## src/rtl/idx_cfg_pkg.sv

```systemverilog
package idx_cfg_pkg;

  localparam int unsigned BYTE_W = 8;

  // serial-port base registers and their home values
  localparam logic [7:0] SER_A_IDX  = 8'hE7;
  localparam logic [7:0] SER_A_HOME = 8'hFE;
  localparam logic [7:0] SER_B_IDX  = 8'hE8;
  localparam logic [7:0] SER_B_HOME = 8'hBE;

  // indices that hold writable state; everything else is protected
  function automatic logic idx_writable(input logic [7:0] idx);
    logic ok;
    case (idx)
      8'hE0, 8'hE1, 8'hE2, 8'hE3,
      8'hE6, 8'hE7, 8'hE8,
      8'hEE, 8'hEF, 8'hF0, 8'hF1, 8'hF2,
      8'hF4, 8'hF6, 8'hF8, 8'hFC: ok = 1'b1;
      default:                    ok = 1'b0;
    endcase
    return ok;
  endfunction

  function automatic logic [7:0] idx_reset_val(input logic [7:0] idx);
    logic [7:0] v;
    case (idx)
      8'hE0:   v = 8'h3C;
      8'hE2:   v = 8'h03;
      8'hE3:   v = 8'hFC;
      8'hE6:   v = 8'hDE;
      SER_A_IDX: v = SER_A_HOME;
      SER_B_IDX: v = SER_B_HOME;
      default: v = 8'h00;
    endcase
    return v;
  endfunction

endpackage

```

## src/rtl/idx_cfg_decode.sv

```systemverilog
module idx_cfg_decode #(
  parameter int unsigned          ADDR_W  = 16,
  parameter logic [ADDR_W-1:0]    IO_BASE = 'h3F0
) (
  input  logic [ADDR_W-1:0] addr,
  input  logic              dec_en,
  output logic              hit_idx,
  output logic              hit_dat
);
  localparam logic [ADDR_W-1:0] DAT_ADDR = IO_BASE + ADDR_W'(1);

  assign hit_idx = dec_en && (addr == IO_BASE);
  assign hit_dat = dec_en && (addr == DAT_ADDR);
endmodule

```

## src/rtl/idx_cfg_guard.sv

```systemverilog
module idx_cfg_guard
  import idx_cfg_pkg::*;
(
  input  logic       dat_wr,
  input  logic [7:0] index,
  input  logic [7:0] wbyte,
  output logic       commit,
  output logic [1:0] reloc_hit
);
  assign commit       = dat_wr && idx_writable(index);
  assign reloc_hit[0] = commit && (index == SER_A_IDX) && (wbyte != SER_A_HOME);
  assign reloc_hit[1] = commit && (index == SER_B_IDX) && (wbyte != SER_B_HOME);
endmodule

```

## src/rtl/idx_cfg_regs.sv

```systemverilog
module idx_cfg_regs
  import idx_cfg_pkg::*;
#(
  parameter int unsigned WIN_BASE  = 224,
  parameter int unsigned WIN_DEPTH = 32
) (
  input  logic       clk,
  input  logic       rst,
  input  logic       we,
  input  logic [7:0] idx,
  input  logic [7:0] wbyte,
  output logic [7:0] rbyte
);
  localparam int unsigned OFF_W = (WIN_DEPTH > 1) ? $clog2(WIN_DEPTH) : 1;
  localparam logic [7:0]  BASE8 = 8'(WIN_BASE);

  logic [7:0] slots [WIN_DEPTH];
  logic [7:0] off;
  logic       in_win;

  assign off    = idx - BASE8;
  assign in_win = (idx >= BASE8) && ({1'b0, off} < 9'(WIN_DEPTH));

  // storage only where the index is writable; protected slots are constant zero
  for (genvar g = 0; g < int'(WIN_DEPTH); g++) begin : g_slot
    localparam logic [7:0] SLOT_IDX = 8'(WIN_BASE + g);
    if (idx_writable(SLOT_IDX)) begin : g_live
      logic [7:0] val_q;
      always_ff @(posedge clk) begin
        if (rst)
          val_q <= idx_reset_val(SLOT_IDX);
        else if (we && idx == SLOT_IDX)
          val_q <= wbyte;
      end
      assign slots[g] = val_q;
    end else begin : g_fixed
      assign slots[g] = 8'h00;
    end
  end

  assign rbyte = in_win ? slots[off[OFF_W-1:0]] : 8'h00;
endmodule

```

## src/rtl/idx_cfg_port.sv

```systemverilog
module idx_cfg_port
  import idx_cfg_pkg::*;
#(
  parameter int unsigned       ADDR_W    = 16,
  parameter logic [ADDR_W-1:0] IO_BASE   = 'h3F0,
  parameter int unsigned       WIN_BASE  = 224,
  parameter int unsigned       WIN_DEPTH = 32
) (
  input  logic              clk,
  input  logic              rst,
  input  logic [ADDR_W-1:0] io_addr,
  input  logic              io_rd,
  input  logic              io_wr,
  input  logic [7:0]        io_wdata,
  input  logic              io_dec_en,
  output logic [7:0]        io_rdata,
  output logic              io_ack,
  output logic [1:0]        reloc_flag
);
  logic       hit_idx, hit_dat;
  logic       commit;
  logic [1:0] reloc_hit;
  logic [7:0] index_q;
  logic [7:0] sel_byte;
  logic [7:0] rdata_q;
  logic       ack_q;
  logic [1:0] reloc_q;

  idx_cfg_decode #(.ADDR_W(ADDR_W), .IO_BASE(IO_BASE)) u_decode (
    .addr    (io_addr),
    .dec_en  (io_dec_en),
    .hit_idx (hit_idx),
    .hit_dat (hit_dat)
  );

  idx_cfg_guard u_guard (
    .dat_wr    (hit_dat && io_wr),
    .index     (index_q),
    .wbyte     (io_wdata),
    .commit    (commit),
    .reloc_hit (reloc_hit)
  );

  idx_cfg_regs #(.WIN_BASE(WIN_BASE), .WIN_DEPTH(WIN_DEPTH)) u_regs (
    .clk   (clk),
    .rst   (rst),
    .we    (commit),
    .idx   (index_q),
    .wbyte (io_wdata),
    .rbyte (sel_byte)
  );

  always_ff @(posedge clk) begin
    if (rst) begin
      index_q <= 8'h00;
      rdata_q <= 8'hFF;
      ack_q   <= 1'b0;
      reloc_q <= 2'b00;
    end else begin
      if (hit_idx && io_wr)
        index_q <= io_wdata;
      rdata_q <= ((hit_idx || hit_dat) && io_rd) ? sel_byte : 8'hFF;
      ack_q   <= (hit_idx || hit_dat) && (io_rd || io_wr);
      reloc_q <= reloc_q | reloc_hit;
    end
  end

  assign io_rdata   = rdata_q;
  assign io_ack     = ack_q;
  assign reloc_flag = reloc_q;
endmodule

```

## config.mk

```make
export PLATFORM = sky130hd
export DESIGN_NAME = idx_cfg_port
export DESIGN_NICKNAME = d
export VERILOG_FILES = /design/src/rtl/idx_cfg_pkg.sv /design/src/rtl/idx_cfg_decode.sv /design/src/rtl/idx_cfg_guard.sv /design/src/rtl/idx_cfg_regs.sv /design/src/rtl/idx_cfg_port.sv
export SDC_FILE = /design/constraint.sdc
export NUM_CORES = 1
export LEC_CHECK = 0
export ABC_CLOCK_PERIOD_IN_PS = 5000
export BUFFER_PORTS_ARGS = -buffer_cell sky130_fd_sc_hd__buf_2
export CAP_MARGIN = 20
export CELL_PAD_IN_SITES_DETAIL_PLACEMENT = 0
export CELL_PAD_IN_SITES_GLOBAL_PLACEMENT = 1
export CORE_ASPECT_RATIO = 0.5
export CORE_UTILIZATION = 50
export CTS_CLUSTER_DIAMETER = 50
export DETAILED_ROUTE_END_ITERATION = 16
export PLACE_DENSITY = 0.93
export REMOVE_ABC_BUFFERS = 1
export SLEW_MARGIN = 15
export SYNTH_ARGS = -nofsm -noshare
export SYNTH_HDL_FRONTEND = slang
export SYNTH_HIERARCHICAL = 1
export SYNTH_SLANG_ARGS = --single-unit
```

## constraint.sdc

```tcl
create_clock -name clk -period 5 [get_ports clk]
set_input_delay 0.5 -clock clk [delete_from_list [all_inputs] [get_ports clk]]
set_output_delay 0.5 -clock clk [all_outputs]
set_load 0.005 [all_outputs]
```

==> impl_results.md <==
* Final worst slack at 2010 ps
* PortBufs at 39
* Dpl hpwl at 11,100 um
* Sequential cell area at 2950 um2
* Syn avg cell area at 9.41 um2
* Power Density at 318 nW/um2
* Yosys top cell area share at 41.8%
* Setup violators final at 0
* Clock transition at path regs at 60 ps
* Final Hold Fails at 0
* Drt total wl at 17,800 um
* WP data required at 5270 ps
* CTS H-tree depth at 4
* Clk_lat worst skew at 420 ps
* # rows at 30
* Crit-path max FO at 8
* Number of antenna violations at the first check in global routing at 0
* First DRT Iteration DRCs at 662
* CTS max path bufs at 2
* Synth cell types at 60
* Clock skew at 9.49 ps
* LEAKAGE at 2.63 nW
* VDD IR max at 0.000205 V
* Post-CTS Hold Fix Bufs at 0
* Max Cap Viol at 0
* Post-route antenna net violation count at 0
* CTS Root Cell: clkbuf_16
* Sequential-to-total area share from yosys stat at 41.8%
* CTS buffer count at 17
* Fill cells at 1,197
* Initial Util at 51.6%
* Clock Power Share at 50.3%
* Switching power at 551 uW
* Switch share at 22.2%
* Share of layout cells above drive strength 1 at 17.9%
* Post-Synthesis Cells at 749
* Routed wire per std cell at 18.6 um
* DRC viols at 0
* Number of synthesized flops with an enable pin at 0
* Congestion Overflow GR at 0
* Ys async rst share at 0%
* Largest net degree at the start of global routing at 89
* Comb power frac at 2.6%
* WP data arrival at 3260 ps
* Synth Register Bits at 147
* Nets@finish at 784
* CP Class: input port to register
* Vias in the first global route at 5,149
* Setup TNS at 0 ps
* Via Count at 5,674
* Unrepaired setup endpoints after global routing: false
* Die area at 14,600 um2
* Fin. max-slew vios at 0
* CP Capture Type: register
* CP Launch Type: input port
* Reg power frac at 47.2%
* GRT Util Overall at 25.2%
* Mapped Area at 7050 um2
* Setup Slack @ Placement at 1750 ps
* TritonRoute pass-1 iters at 5
* # IOs at 40
* First-pass GRT wire length at 28,100 um
* Area delta synth->final at 10.8%
* CTS resizes at 0
* Die Y at 86.0 um
* P_int at 1.93 mW
* DR vias/cell at 5.92
* HP Class: input port to register
* Outcome: finished clean
* Final Wtd Congestion at 0.908
* Tmin final at 2990 ps
* Antenna Cells at 0
* CTS sink cnt at 147
* Final period utilization at 59.9%
* Fmax at 0.334 GHz
* Setup repair bufs after CTS at 0
* Worst-Margin Slew at 946 ps
* Core footprint at 13,700 um2
* Area of the multi-input gates at 3740 um2
* Top_reg_cell synth: dfxtp_1
* Die Span X at 170 um
* Area leader, netlist: dfxtp_1
* Synth top area cells: dfxtp_1, mux2i_1, nor2_1, a21oi_1, a211o_1
* Synth warn at 6
* Relative slew slack at 36.9%
* CTS tree: yes
==> cell usage after synthesis (2+ instances only) <==
library cell and n:
a211o_1 31, a21bo_2 7, a21oi_1 61, a31oi_1 7, and2_1 2, and4_1 2, buf_2 17, buf_4 9
buf_6 5, clkbuf_1 30, dfxtp_1 147, inv_1 8, mux2_2 17, mux2i_1 120, nand2_1 16, nand2b_1 3
nand3_1 24, nand3b_2 8, nand4_1 4, nand4b_1 3, nor2_1 124, nor2_4 10, nor2b_1 30, nor3b_1 3
nor4_1 3, o211ai_1 7, o21ai_0 16, o221ai_1 2, or2_1 2
==> worst paths after layout <==
check                                                        end  depth (start not counted)          start  slack [ps]
worst max-delay path            u_regs/g_slot[1].g_live.val_q[6]                         12    io_addr[15]        2010
worst min-delay path                                      io_ack                          3          io_rd         360
worst min register to register                     reloc_flag[0]                          2  reloc_flag[0]         460
worst max register to register  u_regs/g_slot[1].g_live.val_q[6]                          6     index_q[3]        2230
==> worst max-delay path, cell delays in order <==
cell and delay (ps):
buf_2 100, nor4b_2 250, nand2_1 120, nor4_1 360, and2_1 190, nand4_1 180
and3b_1 440, nand2_1 270, nor3b_1 300, buf_4 240, mux2i_1 230, nor2_1 60
==> metrics by stage <==
| step | hold WS [ps] | power, mW | cell area (um2) | utilization (%) | instances |
|---|---|---|---|---|---|
| CTS | 347 | 2.50 | 7810 | 57.2 | 959 |
| detailed placement | 451 | 1.26 | 7230 | 52.9 | 927 |
| global placement | 442 | 1.26 | 7230 | 52.9 | 927 |
| global route | 355 | 2.56 | 7810 | 57.2 | 959 |
| floorplan | 436 | 1.20 | 6710 | - | 686 |
| finish | 358 | 2.48 | 7810 | 57.2 | 959 |
==> state kept, by name, summed over array words and instances, names as in the netlist <==
name and cells:
u_regs/g_slot.g_live.val_q 128, io_ack 1, reloc_flag 2, io_rdata 8
index_q 8
==> cells by family (layout without fill, tap and decap cells) <==
logic type | after synthesis | in the layout | share of synthesized area [%]
adder cells (fa/ha/maj) | 1 | 1 | 0.177
multiplexers | 138 | 138 | 20.1
AND/OR/NAND/NOR | 249 | 249 | 19.2
XOR/XNOR | 1 | 1 | 0.124
AO/OA/AOI/OAI | 142 | 142 | 13.4
buffers and inverters | 71 | 89 | 5.25
flip-flops | 147 | 147 | 41.8
==> layer usage <==
metal / global-route usage (%) / vias up / wire [um] / part of all wire, %
met3: 4.34 / 34 / 1210 / 6.8
met5: 0 / - / 0 / 0
met2: 38.6 / 217 / 8160 / 46
met1: 35.3 / 2765 / 8150 / 46
li1: - / 2658 / - / -
met4: 9.83 / 0 / 320 / 1.8
==> power by group through the flow <==
stage | registers (mW) | clock network, mW | logic (mW)
2_1_floorplan | 1.20 | 0 | 0.00756
3_3_place_gp | 1.20 | 0 | 0.0622
3_5_place_dp | 1.20 | 0 | 0.0627
4_1_cts | 1.17 | 1.27 | 0.0628
5_1_grt | 1.17 | 1.32 | 0.0677
6_report | 1.17 | 1.25 | 0.0642
==> cell usage in the layout (no fill, tap or decap), types with 11 or more instances in the layout <==
master,instances
buf_4,11
o21ai_0,16
clkbuf_16,17
nor2b_1,30
nor2_1,124
dfxtp_1,145
mux2_2,17
nand3_1,24
a211o_1,31
buf_2,38
a21oi_1,61
mux2i_1,120
nand2_1,16
==> area by class of cell <==
| cell class | instances | area share [%] |
|---|---|---|
| Multi-Input combinational cell | 531 | 47.9 |
| Clock buffer | 20 | 5.72 |
| Inverter | 8 | 0.385 |
| Sequential cell | 147 | 37.7 |
| Tap cell | 192 | 3.08 |
| Clock inverter | 12 | 1.70 |
| Timing Repair Buffer | 49 | 3.49 |
Note: power is estimated with default switching activity, not from simulation.
